===== src/rtl/sem_pkg.sv =====
// Shared constants and types for the semaphore token bank.
// Assumes the index width is enough to address every token.
package sem_pkg;
    localparam int unsigned SEM_TOKENS = 8;
    localparam int unsigned SEM_IDXW   = $clog2(SEM_TOKENS);
    localparam int unsigned SEM_DW     = 9;

    typedef enum logic [1:0] {
        OWN_NONE = 2'd0,
        OWN_LF   = 2'd1,
        OWN_RT   = 2'd2
    } owner_t;
endpackage


===== src/rtl/sem_token.sv =====
// One ownership token with a request latch per side.
// Ownership follows the requests: a held token stays with its owner
// while the owner's request stands, then passes to the other side's
// pending request, if one exists. A tie on a free token goes left.
// Assumes the write strobes are already qualified by select and index.
module sem_token
    import sem_pkg::*;
(
    input  logic clk,
    input  logic rst_n,
    input  logic wr_l,
    input  logic din_l,
    input  logic wr_r,
    input  logic din_r,
    output logic own_l,
    output logic own_r
);
    logic   rq_l, rq_r, rq_l_n, rq_r_n;
    owner_t owner, owner_n;

    // Next request latches: a write stores the inverted data bit.
    always_comb begin
        rq_l_n = wr_l ? ~din_l : rq_l;
        rq_r_n = wr_r ? ~din_r : rq_r;
    end

    // Next owner: keep while requested, else hand over, else free.
    always_comb begin
        case (owner)
            OWN_LF:  owner_n = rq_l_n ? OWN_LF : (rq_r_n ? OWN_RT : OWN_NONE);
            OWN_RT:  owner_n = rq_r_n ? OWN_RT : (rq_l_n ? OWN_LF : OWN_NONE);
            default: owner_n = rq_l_n ? OWN_LF : (rq_r_n ? OWN_RT : OWN_NONE);
        endcase
    end

    // State registers, all tokens free after reset.
    always_ff @(posedge clk) begin
        if (!rst_n) begin
            rq_l  <= 1'b0;
            rq_r  <= 1'b0;
            owner <= OWN_NONE;
        end else begin
            rq_l  <= rq_l_n;
            rq_r  <= rq_r_n;
            owner <= owner_n;
        end
    end

    assign own_l = (owner == OWN_LF);
    assign own_r = (owner == OWN_RT);

    AST_OWNER_KEEPS: assert property (@(posedge clk) disable iff (!rst_n)
        own_l && !(wr_l && din_l) |=> own_l);
    AST_FOREIGN_RELEASE_IGNORED: assert property (@(posedge clk) disable iff (!rst_n)
        own_r && !(wr_r && din_r) |=> own_r);
    AST_HANDOVER: assert property (@(posedge clk) disable iff (!rst_n)
        own_l && wr_l && din_l && rq_r && !(wr_r && din_r) |=> own_r);
    AST_TIE_LEFT: assert property (@(posedge clk) disable iff (!rst_n)
        !own_l && !own_r && wr_l && !din_l |=> own_l);
endmodule


===== src/rtl/sem_read_port.sv =====
// Read side of one port. Captures the indexed flag in the first cycle
// of an access and holds it, spread over every bit, until the access ends.
// Assumes view[i] is 0 when this side owns token i.
module sem_read_port #(
    parameter int unsigned TOKENS = 8,
    parameter int unsigned DW     = 9,
    localparam int unsigned IDXW  = $clog2(TOKENS)
) (
    input  logic              clk,
    input  logic              rst_n,
    input  logic              sel,
    input  logic              oe,
    input  logic              we,
    input  logic [IDXW-1:0]   idx,
    input  logic [TOKENS-1:0] view,
    output logic [DW-1:0]     dout
);
    logic rd_act, act_q, hold;

    assign rd_act = sel & oe & ~we;

    // Capture on the first access cycle, hold otherwise.
    always_ff @(posedge clk) begin
        if (!rst_n) begin
            act_q <= 1'b0;
            hold  <= 1'b1;
        end else begin
            act_q <= rd_act;
            if (rd_act && !act_q) hold <= view[idx];
        end
    end

    assign dout = act_q ? {DW{hold}} : {DW{1'b1}};

    AST_READ_HELD: assert property (@(posedge clk) disable iff (!rst_n)
        act_q && $past(act_q) |-> $stable(dout));
    always_comb begin
        AST_REPLICATED: assert (dout == '0 || dout == '1);
    end
endmodule


===== src/rtl/sem_bank_top.sv =====
// Two-port bank of semaphore tokens. Decodes each port's writes onto
// the indexed token and feeds each port's view of the flags to its reader.
// Assumes a port never writes and reads in the same cycle (we selects).
module sem_bank_top
    import sem_pkg::*;
(
    input  logic                clk,
    input  logic                rst_n,
    input  logic                lf_sel,
    input  logic                lf_oe,
    input  logic                lf_we,
    input  logic [SEM_IDXW-1:0] lf_idx,
    input  logic                lf_din,
    output logic [SEM_DW-1:0]   lf_dout,
    input  logic                rt_sel,
    input  logic                rt_oe,
    input  logic                rt_we,
    input  logic [SEM_IDXW-1:0] rt_idx,
    input  logic                rt_din,
    output logic [SEM_DW-1:0]   rt_dout
);
    logic [SEM_TOKENS-1:0] own_l, own_r;
    logic                  lf_wr, rt_wr;

    assign lf_wr = lf_sel & lf_we;
    assign rt_wr = rt_sel & rt_we;

    for (genvar i = 0; i < SEM_TOKENS; i++) begin : g_tok
        sem_token u_tok (
            .clk   (clk),
            .rst_n (rst_n),
            .wr_l  (lf_wr && (lf_idx == SEM_IDXW'(i))),
            .din_l (lf_din),
            .wr_r  (rt_wr && (rt_idx == SEM_IDXW'(i))),
            .din_r (rt_din),
            .own_l (own_l[i]),
            .own_r (own_r[i])
        );
    end

    sem_read_port #(.TOKENS(SEM_TOKENS), .DW(SEM_DW)) u_rd_lf (
        .clk (clk), .rst_n (rst_n), .sel (lf_sel), .oe (lf_oe), .we (lf_we),
        .idx (lf_idx), .view (~own_l), .dout (lf_dout)
    );

    sem_read_port #(.TOKENS(SEM_TOKENS), .DW(SEM_DW)) u_rd_rt (
        .clk (clk), .rst_n (rst_n), .sel (rt_sel), .oe (rt_oe), .we (rt_we),
        .idx (rt_idx), .view (~own_r), .dout (rt_dout)
    );

    AST_SINGLE_OWNER: assert property (@(posedge clk) disable iff (!rst_n)
        (own_l & own_r) == '0);
endmodule


===== config.mk =====
export PLATFORM = sky130hd
export DESIGN_NAME = sem_bank_top
export DESIGN_NICKNAME = d
export VERILOG_FILES = /design/src/rtl/sem_pkg.sv /design/src/rtl/sem_token.sv /design/src/rtl/sem_read_port.sv /design/src/rtl/sem_bank_top.sv
export SDC_FILE = /design/constraint.sdc
export NUM_CORES = 1
export LEC_CHECK = 0
export BUFFER_PORTS_ARGS = -buffer_cell sky130_fd_sc_hd__buf_2
export CORE_MARGIN = 1.5
export CORE_UTILIZATION = 45
export CTS_CLUSTER_SIZE = 10
export DETAILED_ROUTE_END_ITERATION = 8
export PLACE_DENSITY = 0.67
export SLEW_MARGIN = 0
export SYNTH_ARGS = -nofsm -noshare
export SYNTH_HDL_FRONTEND = slang
export SYNTH_SLANG_ARGS = --single-unit

===== constraint.sdc =====
create_clock -name clk -period 1.6 [get_ports clk]
set_clock_uncertainty 0.15 [all_clocks]
set_input_delay 0.08 -clock clk [delete_from_list [all_inputs] [get_ports clk]]
set_output_delay 0.08 -clock clk [all_outputs]
set_load 0.005 [all_outputs]

=== After elaboration in Yosys (flattened, before gate mapping) ===
Cells that the tools add are included.

* Bits in registers: 36
* Input bits: 16
* Output and inout bits: 18
* Logic and storage cells: 156

* Magnitude comparators: 2
* Equal/unequal tests: 30
* Mux-type cells: 62
* Bitwise logic cells: 12
* Reductions and logical operators: 22

{| class="wikitable"
|+ Operator list
! kind !! count
|-
| $mux W2 || 32
|-
| $mux W1 || 26
|-
| $eq A3 B3 Y1 const B || 8
|-
| $logic_and A1 B1 Y1 || 18
|-
| $mux W9 || 2
|-
| $eq A2 B1 Y1 const B || 8
|-
| $eq A2 B2 Y1 const B || 8
|-
| $not A8 Y8 || 2
|-
| $eq A3 B2 Y1 const B || 4
|-
| $lt A3 B4 Y1 const B || 2
|-
| $and A1 B1 Y1 || 6
|-
| $bmux W1 S3 || 2
|-
| $eq A3 B1 Y1 const B || 2
|-
| $logic_not A3 Y1 || 2
|-
| $not A1 Y1 || 4
|-
| $logic_not A1 Y1 || 2
|}

=== Logic depth before layout (Yosys ltp) ===
Gate-level depths: netlist of the first run.

* Depth in word-level cells: 6
* Gate-level depth with buffers: 5
* Depth with buffers taken out: 4

=== Hierarchy ===
Synthesis of the first run repeated with hierarchy kept, for this count alone.

* Cells, all modules: 204
* Area, all modules: 1904.3 um^2

{| class="wikitable"
|+ Modules (own cells, without submodules)
! module !! times used !! cells each !! area each (um^2) !! seq. area each (um^2)
|-
| sem_token || 8 || 15 || 156.4 || 80.1
|-
| sem_read_port || 2 || 21 || 207.7 || 40.0
|-
| sem_bank_top || 1 || 42 || 237.7 || 0.0
|}

=== Worst setup path after synthesis of the first run ===
No wires, ideal clock.

* Path kind: reg-to-reg
* Start point: reg g_tok[7].u_tok.owner[0]
* End point: reg u_rd_rt.hold
* Setup time: 120 ps
* Data arrival time: 1183 ps
* Required time: 1330 ps
* Slack: 148 ps
* Cell stages (with the launch flop): 5
* Cell sequence: dfxtp_1 nand2b_1 mux4_2 a211oi_1 o21ai_1

* Cells in the longest elaborated chain, start to end: 4

{| class="wikitable"
|+ RTL lines
! item !! RTL line !! RTL
|-
| from (decl) || sem_token.sv:19 || <nowiki>owner_t owner, owner_n;</nowiki>
|-
| from (signal assigned) || sem_token.sv:45 || <nowiki>owner <= owner_n;</nowiki>
|-
| $eq A2 B2 Y1 || sem_token.sv:50 || <nowiki>assign own_r = (owner == OWN_RT);</nowiki>
|-
| $not A8 Y8 || sem_bank_top.sv:48 || <nowiki>.idx (rt_idx), .view (~own_r), .dout (rt_dout)</nowiki>
|-
| $bmux W1 S3 || sem_read_port.sv:29 || <nowiki>if (rd_act && !act_q) hold <= view[idx];</nowiki>
|-
| $mux W1 (implied by the code) || sem_read_port.sv:29 ||
|-
| to (signal assigned) || sem_read_port.sv:29 ||
|-
| to (decl) || sem_read_port.sv:18 || <nowiki>logic rd_act, act_q, hold;</nowiki>
|}

Every way passes these cells. The select of a mux whose other input is x is not followed.
A chain may end at the register's enable or synchronous reset.

=== Worst setup path in the final report of the first run ===
Same ends and word-level chain as after synthesis.

==> summary.txt, run 1 <==
Detailed routing
  • Drt wl/cell: 14.1 microns
  • WL final: 3.71 mm
  • Number of vias per cell: 5.40
  • Drt pass-1 iters: 4
  • Met3 routed WL: 133 microns
  • DR iter-0 viols: 73
  • WL met1: 1.66 mm
  • Via count: 1420
  • DRC: 0
  • Met2 wire length: 1.86 mm
  • Top sig layer: met4
  • Post-DRT Antenna Nets: 0

Worst setup path
  • WP data required: 1620 ps
  • R2R setup slack: roughly 66 ps
  • CP arrival: around 1600 ps
  • CP Class: reg -> reg
  • Crit path max fanout: 3
  • Reg2reg start: g_tok[7].u_tok.owner[0]
  • Startpoint class of the critical path: register
  • Worst Setup SP: g_tok[7].u_tok.owner[0]
  • Setup crit end kind: register

Yosys
  • Top cells by area, synth: dfxtp_1 42%, buf_4 7.0%, nand2b_1 4.0%
  • Top-count cell post-synth: dfxtp_1
  • Async set-reset flop share out of synthesis: 0%
  • Synth Net Count: 204
  • Top cell type by total area after synthesis: dfxtp_1
  • Syn Inst Count: between 150 and 200
  • Distinct cells, synth: 39
  • Most used DFF post-synth: dfxtp_1
  • Post-synthesis sequential area ratio: a little over two fifths
  • Synth Warn #: 0
  • Synth Register Bits: 36
  • Mean Syn Cell Area: 9.12 sq um
  • Top-area cell type share of the netlist area: 42.0%
  • Commonest cells in the netlist: 36 x dfxtp_1, 16 x buf_4, 12 x a21oi_1, 11 x nand2b_1
  • Syn Std Cell Area: 0.00172 sq mm
  • EDFF count, synth: 0

STA
  • Hold Slack: 36.3 ps
  • Fmax: 652 MHz
  • Setup TNS Final: 0 ps
  • Setup Viol. Count Final: 0
  • Unrepaired setup endpoints after global routing: false
  • Final Hold Viols: 0
  • Worst-Margin Slew: 578 ps
  • Slew margin rel.: 61.4%
  • Slew Viols, Final: 0
  • Final period util: 95.9%
  • Crit path time final: 1530 ps

Place
  • Final HPWL DP: 2.69 mm
  • Placed insts: 250
  • IO buf count: 33
  • Routability cong.: 0.797

Global routing
  • First-pass GRT wire length: 6.02 mm
  • Initial antenna violation count: 0
  • Total gr overflow: 0
  • Largest net degree at the start of global routing: 18
  • Vias in the first global route: 1340
  • Global Route Usage Sum: about a fifth

Worst hold path
  • Hold WC Path Type: in -> reg
  • Hold_sp: lf_we

Final layout
  • Diode count: 0
  • Fin nets: 231
  • Final Util: 53.8%
  • Layout area overhead: 14.9%
  • Non-Filler Instances: 263
  • Layout cell share with drive strength beyond 1: between 20% and 30%

Clock network
  • Root buf cell: clkbuf_8
  • CTS Buf Count: 5
  • H-tree levels: 2
  • CTS tree: yes
  • Maximum clock insertion buffer count: 2
  • Clock tree sinks: 36
  • Post-CTS Repair Setup Buffers: 0
  • Clk slew on worst S/H paths: 70 ps
  • Worst-Skew Late Latency: 290 ps

Die
  • Initial Utilization: 46.9%
  • Core Rows: 22
  • Die area: 0.00419 sq mm
  • Core area: 0.00366 sq mm
  • Die width: 64.7 microns
  • DIE HEIGHT: approximately 65 microns
  • Io pins: 34

Power and ir drop
  • Leak: about 0.8 nW
  • PwrDens: 899 mW/mm^2
  • Max IR drop VDD: 483 uV

Run
  • Max Cap Viol: 0

Outcome
  • Run status: finished clean
worst max-delay path, stage by stage, from the launching register on:
cell      delay [ps]
dfxtp_1          310
nand2b_1         170
mux4_2           490
a211oi_2         220
o21ai_1           80
per-layer routing:
layer  track usage (%)  vias up
met5                 0        -
met4              5.05        0
met3              5.21        5
met2              31.3       21
met1              23.4      681
li1                  -      713
repair_timing:
item | in CTS | in global routing
resized for setup | 0 | 1
endpoints found under the hold margin | 3 | 0
hold buffers | 6 | 0
endpoints found under the setup margin | 0 | 1
report_power, final:
| part | switching [W] | internal (W) |
|---|---|---|
| clock | 0.000306 | 0.000383 |
| combinational | 0.0000951 | 0.0000663 |
| sequential | 0.00000717 | 0.000914 |
worst paths after layout:
check                             to  cells past startpoint
max                     u_rd_rt.hold                      4
max reg2reg             u_rd_rt.hold                      4
min reg2reg  g_tok[2].u_tok.owner[0]                      2
min                     u_rd_lf.hold                      3
cell type report:
cell class / count / area, sq um
Fill cell: 340 / 1690
Multi-Input combinational cell: 123 / 823
Sequential cell: 36 / 721
Timing Repair Buffer: 41 / 240
Clock buffer: 7 / 96.3
Tap cell: 48 / 60.1
Inverter: 8 / 30.0
cell families after synthesis:
family                 share of synthesized area [%]
DFF                                             42.0
and+or+nand+nor                                 25.2
AOI/OAI and AO/OA                               21.2
muxes                                           1.31
buffers and inverters                           10.3
sequential cells by signal, summed over array words and instances (netlist names):
signal,flops
g_tok.u_tok.owner,16
g_tok.u_tok.rq_l,8
g_tok.u_tok.rq_r,8
u_rd_lf.act_q,1
u_rd_lf.hold,1
u_rd_rt.act_q,1
u_rd_rt.hold,1
stage by stage:
| step | cell area, sq um | total power, W | setup slack (ps) |
|---|---|---|---|
| after floorplan | 1720 | 0.00103 | 148 |
| after global placement | 1810 | 0.00109 | 116 |
| after detailed placement | 1810 | 0.00109 | 77.7 |
| after CTS | 1970 | 0.00178 | 61.1 |
| after global routing | 1970 | 0.00184 | 17.5 |
| final | 1970 | 0.00177 | 66.1 |
placed cells by master (no fill, tap or decap), drive strengths merged, types with 2 or more instances in the layout:
master,netlist,layout
a211oi,4,4
a21boi,4,4
a21oi,13,13
a31oi,5,5
and2,8,8
and3,6,6
and3b,2,2
buf,17,35
clkbuf,4,7
dfxtp,36,36
dlygate4sd3,0,6
inv,8,8
nand2,5,5
nand2b,11,11
nand3,8,8
nand3b,3,3
nor2,5,5
nor2b,6,6
nor3,3,3
nor3b,5,5
o211a,3,3
o21ai,12,12
o31a,3,3
o31ai,4,4
or3,2,2
or3b,3,3
No activity file was read; power rests on OpenSTA's default activity.
==> inputs of run 2 (changes only) <==
ABC_AREA = 1   (was unset)
CTS_CLUSTER_SIZE = unset   (was 10)
==> summary.txt, run 2 <==
Outcome
  • Run status: finished clean

Worst setup path
  • WP data required: 1630 ps
  • Setup crit end kind: register
  • CP arrival: roughly 1500 ps
  • CP Class: in -> reg
  • Crit path max fanout: 4
  • Critical-path top delay cell: dlygate4sd3_1
  • Startpoint class of the critical path: primary input
  • CP max stage delay: 530 ps
  • Crit-path cells: dlygate4sd3_1 -> buf_2 -> inv_1 -> nor2_2 -> nand2_1 -> nand2_1 -> o21ai_0 -> nor2_1 -> nor2_1

Global routing
  • First-pass GRT wire length: 6.45 mm
  • Initial antenna violation count: 0
  • Vias in the first global route: 1505
  • Largest net degree at the start of global routing: 18
  • Global Route Usage Sum: roughly a fifth
  • Total gr overflow: 0

Final layout
  • Reg with most FFs: g_tok.u_tok.owner
  • Most frequent cells in the layout: 71 x inv_1, 67 x nand2_1, 48 x nor2_1
  • Fin nets: 336
  • Most common cell after layout, fill and taps aside: inv_1
  • Largest regs: g_tok.u_tok.owner x16, g_tok.u_tok.rq_l x8, g_tok.u_tok.rq_r x8
  • Non-Filler Instances: 371
  • Diode count: 0
  • Largest register FFs: 16
  • Layout area overhead: 15.4%
  • Layout cell share with drive strength beyond 1: 14.6%

Detailed routing
  • Drt pass-1 iters: 4
  • Drt wl/cell: 10.8 microns
  • DRC: 0
  • DR iter-0 viols: 70
  • WL final: 3.99 mm
  • Post-DRT Antenna Nets: 0
  • Via count: 1682
  • Number of vias per cell: 4.53

Die
  • Die width: about 67 microns
  • DIE HEIGHT: 67.3 microns
  • Core Rows: 23
  • Core area: roughly 0.0040 sq mm
  • Die area: 0.00452 sq mm
  • Io pins: 34
  • Initial Utilization: 46.8%

Power and ir drop
  • Overall power: about 0.002 W
  • PwrDens: 930 mW/mm^2
  • Max IR drop VDD: 542 uV
  • Leak: 1.20 nW

Clock network
  • Clk slew on worst S/H paths: 80 ps
  • Root buf cell: clkbuf_8
  • H-tree levels: 2
  • CTS tree: yes
  • Worst-Skew Late Latency: 290 ps
  • CTS Buf Count: 5
  • Clock tree sinks: 36
  • Maximum clock insertion buffer count: 2
  • Post-CTS Repair Setup Buffers: 0

STA
  • Setup TNS Final: 0 ps
  • Unrepaired setup endpoints after global routing: false
  • Crit path time final: roughly 1500 ps
  • Setup Viol. Count Final: 0
  • Slew Viols, Final: 0
  • Fmax: 674 MHz
  • Hold Slack: 8.93 ps
  • Slew margin rel.: 66.3%
  • Final period util: around 93%
  • Worst-Margin Slew: 504 ps
  • Final Hold Viols: 0

Yosys
  • Mean Syn Cell Area: 6.32 sq um
  • Post-synthesis sequential area ratio: roughly two fifths
  • Synth Register Bits: 36
  • Syn Inst Count: a little under 300
  • Commonest cells in the netlist: 71 x inv_1, 67 x nand2_1, 52 x nor2_1, 36 x dfxtp_1
  • Synth Warn #: 0
  • Top-count cell post-synth: inv_1
  • Distinct cells, synth: 14
  • EDFF count, synth: 0
  • Top-area cell type share of the netlist area: 38.8%
  • Async set-reset flop share out of synthesis: 0%
  • Most used DFF post-synth: dfxtp_1
  • Syn Std Cell Area: 0.00186 sq mm
  • Synth Net Count: 310
  • Top cells by area, synth: dfxtp_1 39%, inv_1 14%, nand2_1 14%
  • Top cell type by total area after synthesis: dfxtp_1

Worst hold path
  • Hold WC Path Type: in -> reg

Place
  • Final HPWL DP: about 2.9 mm
  • Placed insts: 357
  • IO buf count: 33
  • Routability cong.: about 0.79

Run
  • Max Cap Viol: 0
==> run 2: changes by cell type in the layout (fill, tap and decap cells not counted), sizes merged, moves of 5 or more <==
cell | before | now
inv | 8 | 71
nand2 | 5 | 67
nor2 | 5 | 52
o211ai | 0 | 16
nand2b | 11 | 0
a21oi | 13 | 5
and2 | 8 | 0
and3 | 6 | 0
nor2b | 6 | 0
a31oi | 5 | 0
nor3b | 5 | 0
o21ai | 12 | 17
==> run 2: final timing paths <==
path                                start                 endpoint  slack [ps]  cells past startpoint
setup / recovery                lf_idx[2]  g_tok[5].u_tok.owner[1]         120                      9
hold / removal                     lf_sel             u_rd_lf.hold           9                      4
setup reg to reg  g_tok[2].u_tok.owner[1]             u_rd_rt.hold         400                      7
hold reg to reg              u_rd_lf.hold             u_rd_lf.hold         320                      2
==> run 2: power breakdown <==
part           total (W)  internal (W)  switching [W]
Clock           0.000886      0.000550       0.000336
Sequential      0.000924      0.000917     0.00000718
Combinational   0.000182     0.0000639       0.000118
==> run 2: routing by layer <==
layer / vias to the layer above / track usage (%) / share of wire, %
li1: 920 / - / -
met2: 29 / 33.9 / 49
met3: 7 / 4.50 / 3.5
met5: - / 0 / 0
met4: 0 / 10.2 / 1.4
met1: 726 / 22.5 / 46
==> run 2: worst max-delay path: cells and delay by family <==
family          cells  cell delay [ps]
compound gates      1               80
simple gates        5              630
buf+inv             3              720
==> run 2: cell type report <==
cell class / count / area, sq um
clock buffer: 7 / 96.3
clock inverter: 1 / 30.0
fill: 414 / 1830
inverter: 71 / 267
multi-input combinational: 167 / 742
sequential: 36 / 721
tap: 50 / 62.6
timing repair buffer: 39 / 225
==> run 2: through the flow <==
| step | util [%] | instance area, sq um | worst slack (ps) |
|---|---|---|---|
| finish | 54.0 | 2140 | 115 |
| floorplan | - | 1860 | 562 |
| detailed placement | 49.0 | 1950 | 281 |
| global placement | 49.0 | 1950 | 318 |
| global route | 54.0 | 2140 | 11.5 |
| CTS | 53.7 | 2130 | 61.8 |
==> run 2: kinds of logic (layout without fill, tap and decap cells) <==
kind of cell	count (synthesis)	after routing	share of synthesized area (%)
AND/OR/NAND/NOR	129	129	27.0
buffers and inverters	91	118	21.8
AO/OA/AOI/OAI	38	38	12.4
flip-flops	36	36	38.8
==> run 2: what timing repair did <==
item,CTS,global route
hold endpoints to repair,4,0
endpoints found under the setup margin,0,16
resized for setup,0,4
hold buffers,6,0
==> inputs of run 3 (changes only) <==
PLACE_DENSITY = unset   (was 0.67)
PLACE_DENSITY_LB_ADDON = 0.15   (was unset)
==> summary.txt, run 3 (synthesis results as in run 2) <==
Power and ir drop
  • PwrDens: 840 mW/mm^2
  • Leak: 1.17 nW
  • Sw frac: around a quarter
  • Logic pwr share: 10.0%
  • Part of the power in registers: 52.6%
  • Max IR drop VDD: 370 uV
  • Net switching power: 0.000426 W
  • Clock share of power: 37.4%
  • Overall power: around 0.0018 W
  • Cell internal pwr: 0.00133 W

Die
  • Die width: slightly below 70 microns
  • DIE HEIGHT: 67.3 microns
  • Die area: 0.00452 sq mm
  • Initial Utilization: 46.8%
  • Io pins: 34
  • Core area: between 0.003 and 0.004 sq mm
  • Core Rows: 23

Worst setup path
  • Setup crit end kind: register
  • Crit path max fanout: 4
  • CP arrival: 1440 ps
  • Reg2reg start: g_tok[2].u_tok.owner[1]
  • Worst Setup SP: rt_idx[2]
  • Startpoint class of the critical path: primary input
  • WP data required: 1630 ps
  • CP Class: in -> reg

Clock network
  • Post-CTS Repair Setup Buffers: 0
  • Clock tree sinks: 36
  • Worst-Skew Late Latency: 280 ps
  • CTS Buf Count: 5
  • Clk slew on worst S/H paths: approximately 70 ps
  • Maximum clock insertion buffer count: 2
  • Root buf cell: clkbuf_8
  • H-tree levels: 2
  • CTS tree: yes

STA
  • Setup Viol. Count Final: 0
  • Final period util: approximately nine tenths
  • Final Hold Viols: 0
  • Setup TNS Final: 0 ps
  • Unrepaired setup endpoints after global routing: false
  • Fmax: between 700 and 800 MHz
  • Setup WS post-layout: 185 ps
  • Slew Viols, Final: 0
  • Slew margin rel.: 65.9%
  • Crit path time final: 1420 ps
  • Worst-Margin Slew: 511 ps

Detailed routing
  • Drt wl/cell: roughly 10 microns
  • WL final: 3.70 mm
  • Number of vias per cell: 4.48
  • DRC: 0
  • Via count: 1658
  • Post-DRT Antenna Nets: 0
  • Drt pass-1 iters: 4
  • DR iter-0 viols: 59

Final layout
  • Storage element area: 721 sq um
  • Diode count: 0
  • Most frequent cells in the layout: 71 x inv_1, 67 x nand2_1, 50 x nor2_1
  • Fin nets: 335
  • Layout fillers: roughly 410
  • Non-Filler Instances: 370
  • Reg with most FFs: g_tok.u_tok.owner
  • Largest regs: g_tok.u_tok.owner x16, g_tok.u_tok.rq_l x8, g_tok.u_tok.rq_r x8
  • Multi-input combinational cell area: 737 sq um
  • Layout cell share with drive strength beyond 1: 13.4%
  • Largest register FFs: 16
  • Most common cell after layout, fill and taps aside: inv_1
  • Layout area overhead: 12.6%

Global routing
  • Vias in the first global route: 1513
  • Largest net degree at the start of global routing: 18
  • First-pass GRT wire length: 6.49 mm
  • Initial antenna violation count: 0
  • Global Route Usage Sum: 19.4%
  • Total gr overflow: 0

Place
  • Routability cong.: 0.765
  • Pre-CTS WS: 317 ps
  • IO buf count: 33
  • Final HPWL DP: 2.82 mm
  • Placed insts: between 300 and 400

Outcome
  • Run status: finished clean

Worst hold path
  • Hold_sp: lf_sel
  • Hold WC Path Type: in -> reg

Run
  • Max Cap Viol: 0
==> run 3: cell types whose count changed in the layout (fill, tap and decap cells not counted), sizes merged <==
cell / previous run / this run
bufinv: 1 / 0
dlygate4sd3: 6 / 5
clkbuf: 7 / 8
==> run 3: routing by layer <==
layer,global-route usage [%],routed length [microns],vias up
li1,-,-,917
met1,23.3,1830,693
met2,33.4,1610,43
met3,5.50,206,5
met4,6.12,49,0
met5,0,0,-
==> run 3: final cells by class <==
cell class | instances | share of cell area, %
inverter | 71 | 12.7
multi-input combinational | 167 | 35.2
sequential | 36 | 34.4
tap | 50 | 2.99
timing repair buffer | 38 | 10.3
clock buffer | 8 | 4.31
==> run 3: timing repair <==
item | CTS | global route
gates resized for setup | 0 | 2
hold buffers | 5 | 0
endpoints found under the setup margin | 0 | 5
hold endpoints to repair | 3 | 0
==> run 3: path summary, 6_finish.rpt <==
path                                                 to  slack, ps  cells past startpoint
worst max register to register             u_rd_rt.hold        440                      7
worst max-delay path            g_tok[4].u_tok.owner[0]        180                      9
worst min-delay path                       u_rd_lf.hold          9                      4
worst min register to register             u_rd_rt.hold        320                      2
==> run 3: per-stage QoR <==
| stage | hold slack, ps | instance area, sq um | utilization (%) |
|---|---|---|---|
| detailed placement | 200 | 1950 | 49.0 |
| floorplan | 68.4 | 1860 | - |
| CTS | 4.39 | 2090 | 52.6 |
| finish | 9.44 | 2090 | 52.7 |
| global placement | 198 | 1950 | 49.0 |
| global route | 20.7 | 2090 | 52.7 |
==> run 3: power groups by stage <==
stage          sequential, W  combinational (W)  clock, W
4_1_cts             0.000925           0.000174  0.000674
5_1_grt             0.000927           0.000204  0.000714
6_report            0.000925           0.000175  0.000657
3_5_place_dp        0.000945           0.000164         0
3_3_place_gp        0.000945           0.000163         0
2_1_floorplan       0.000943           0.000114         0
==> run 3: worst max-delay path: stages <==
cell,delay (ps)
dlygate4sd3_1,520
buf_2,130
inv_1,60
nor2_2,170
nand2_1,120
nand2_1,90
o21ai_0,80
nor2_1,120
nor2_1,50
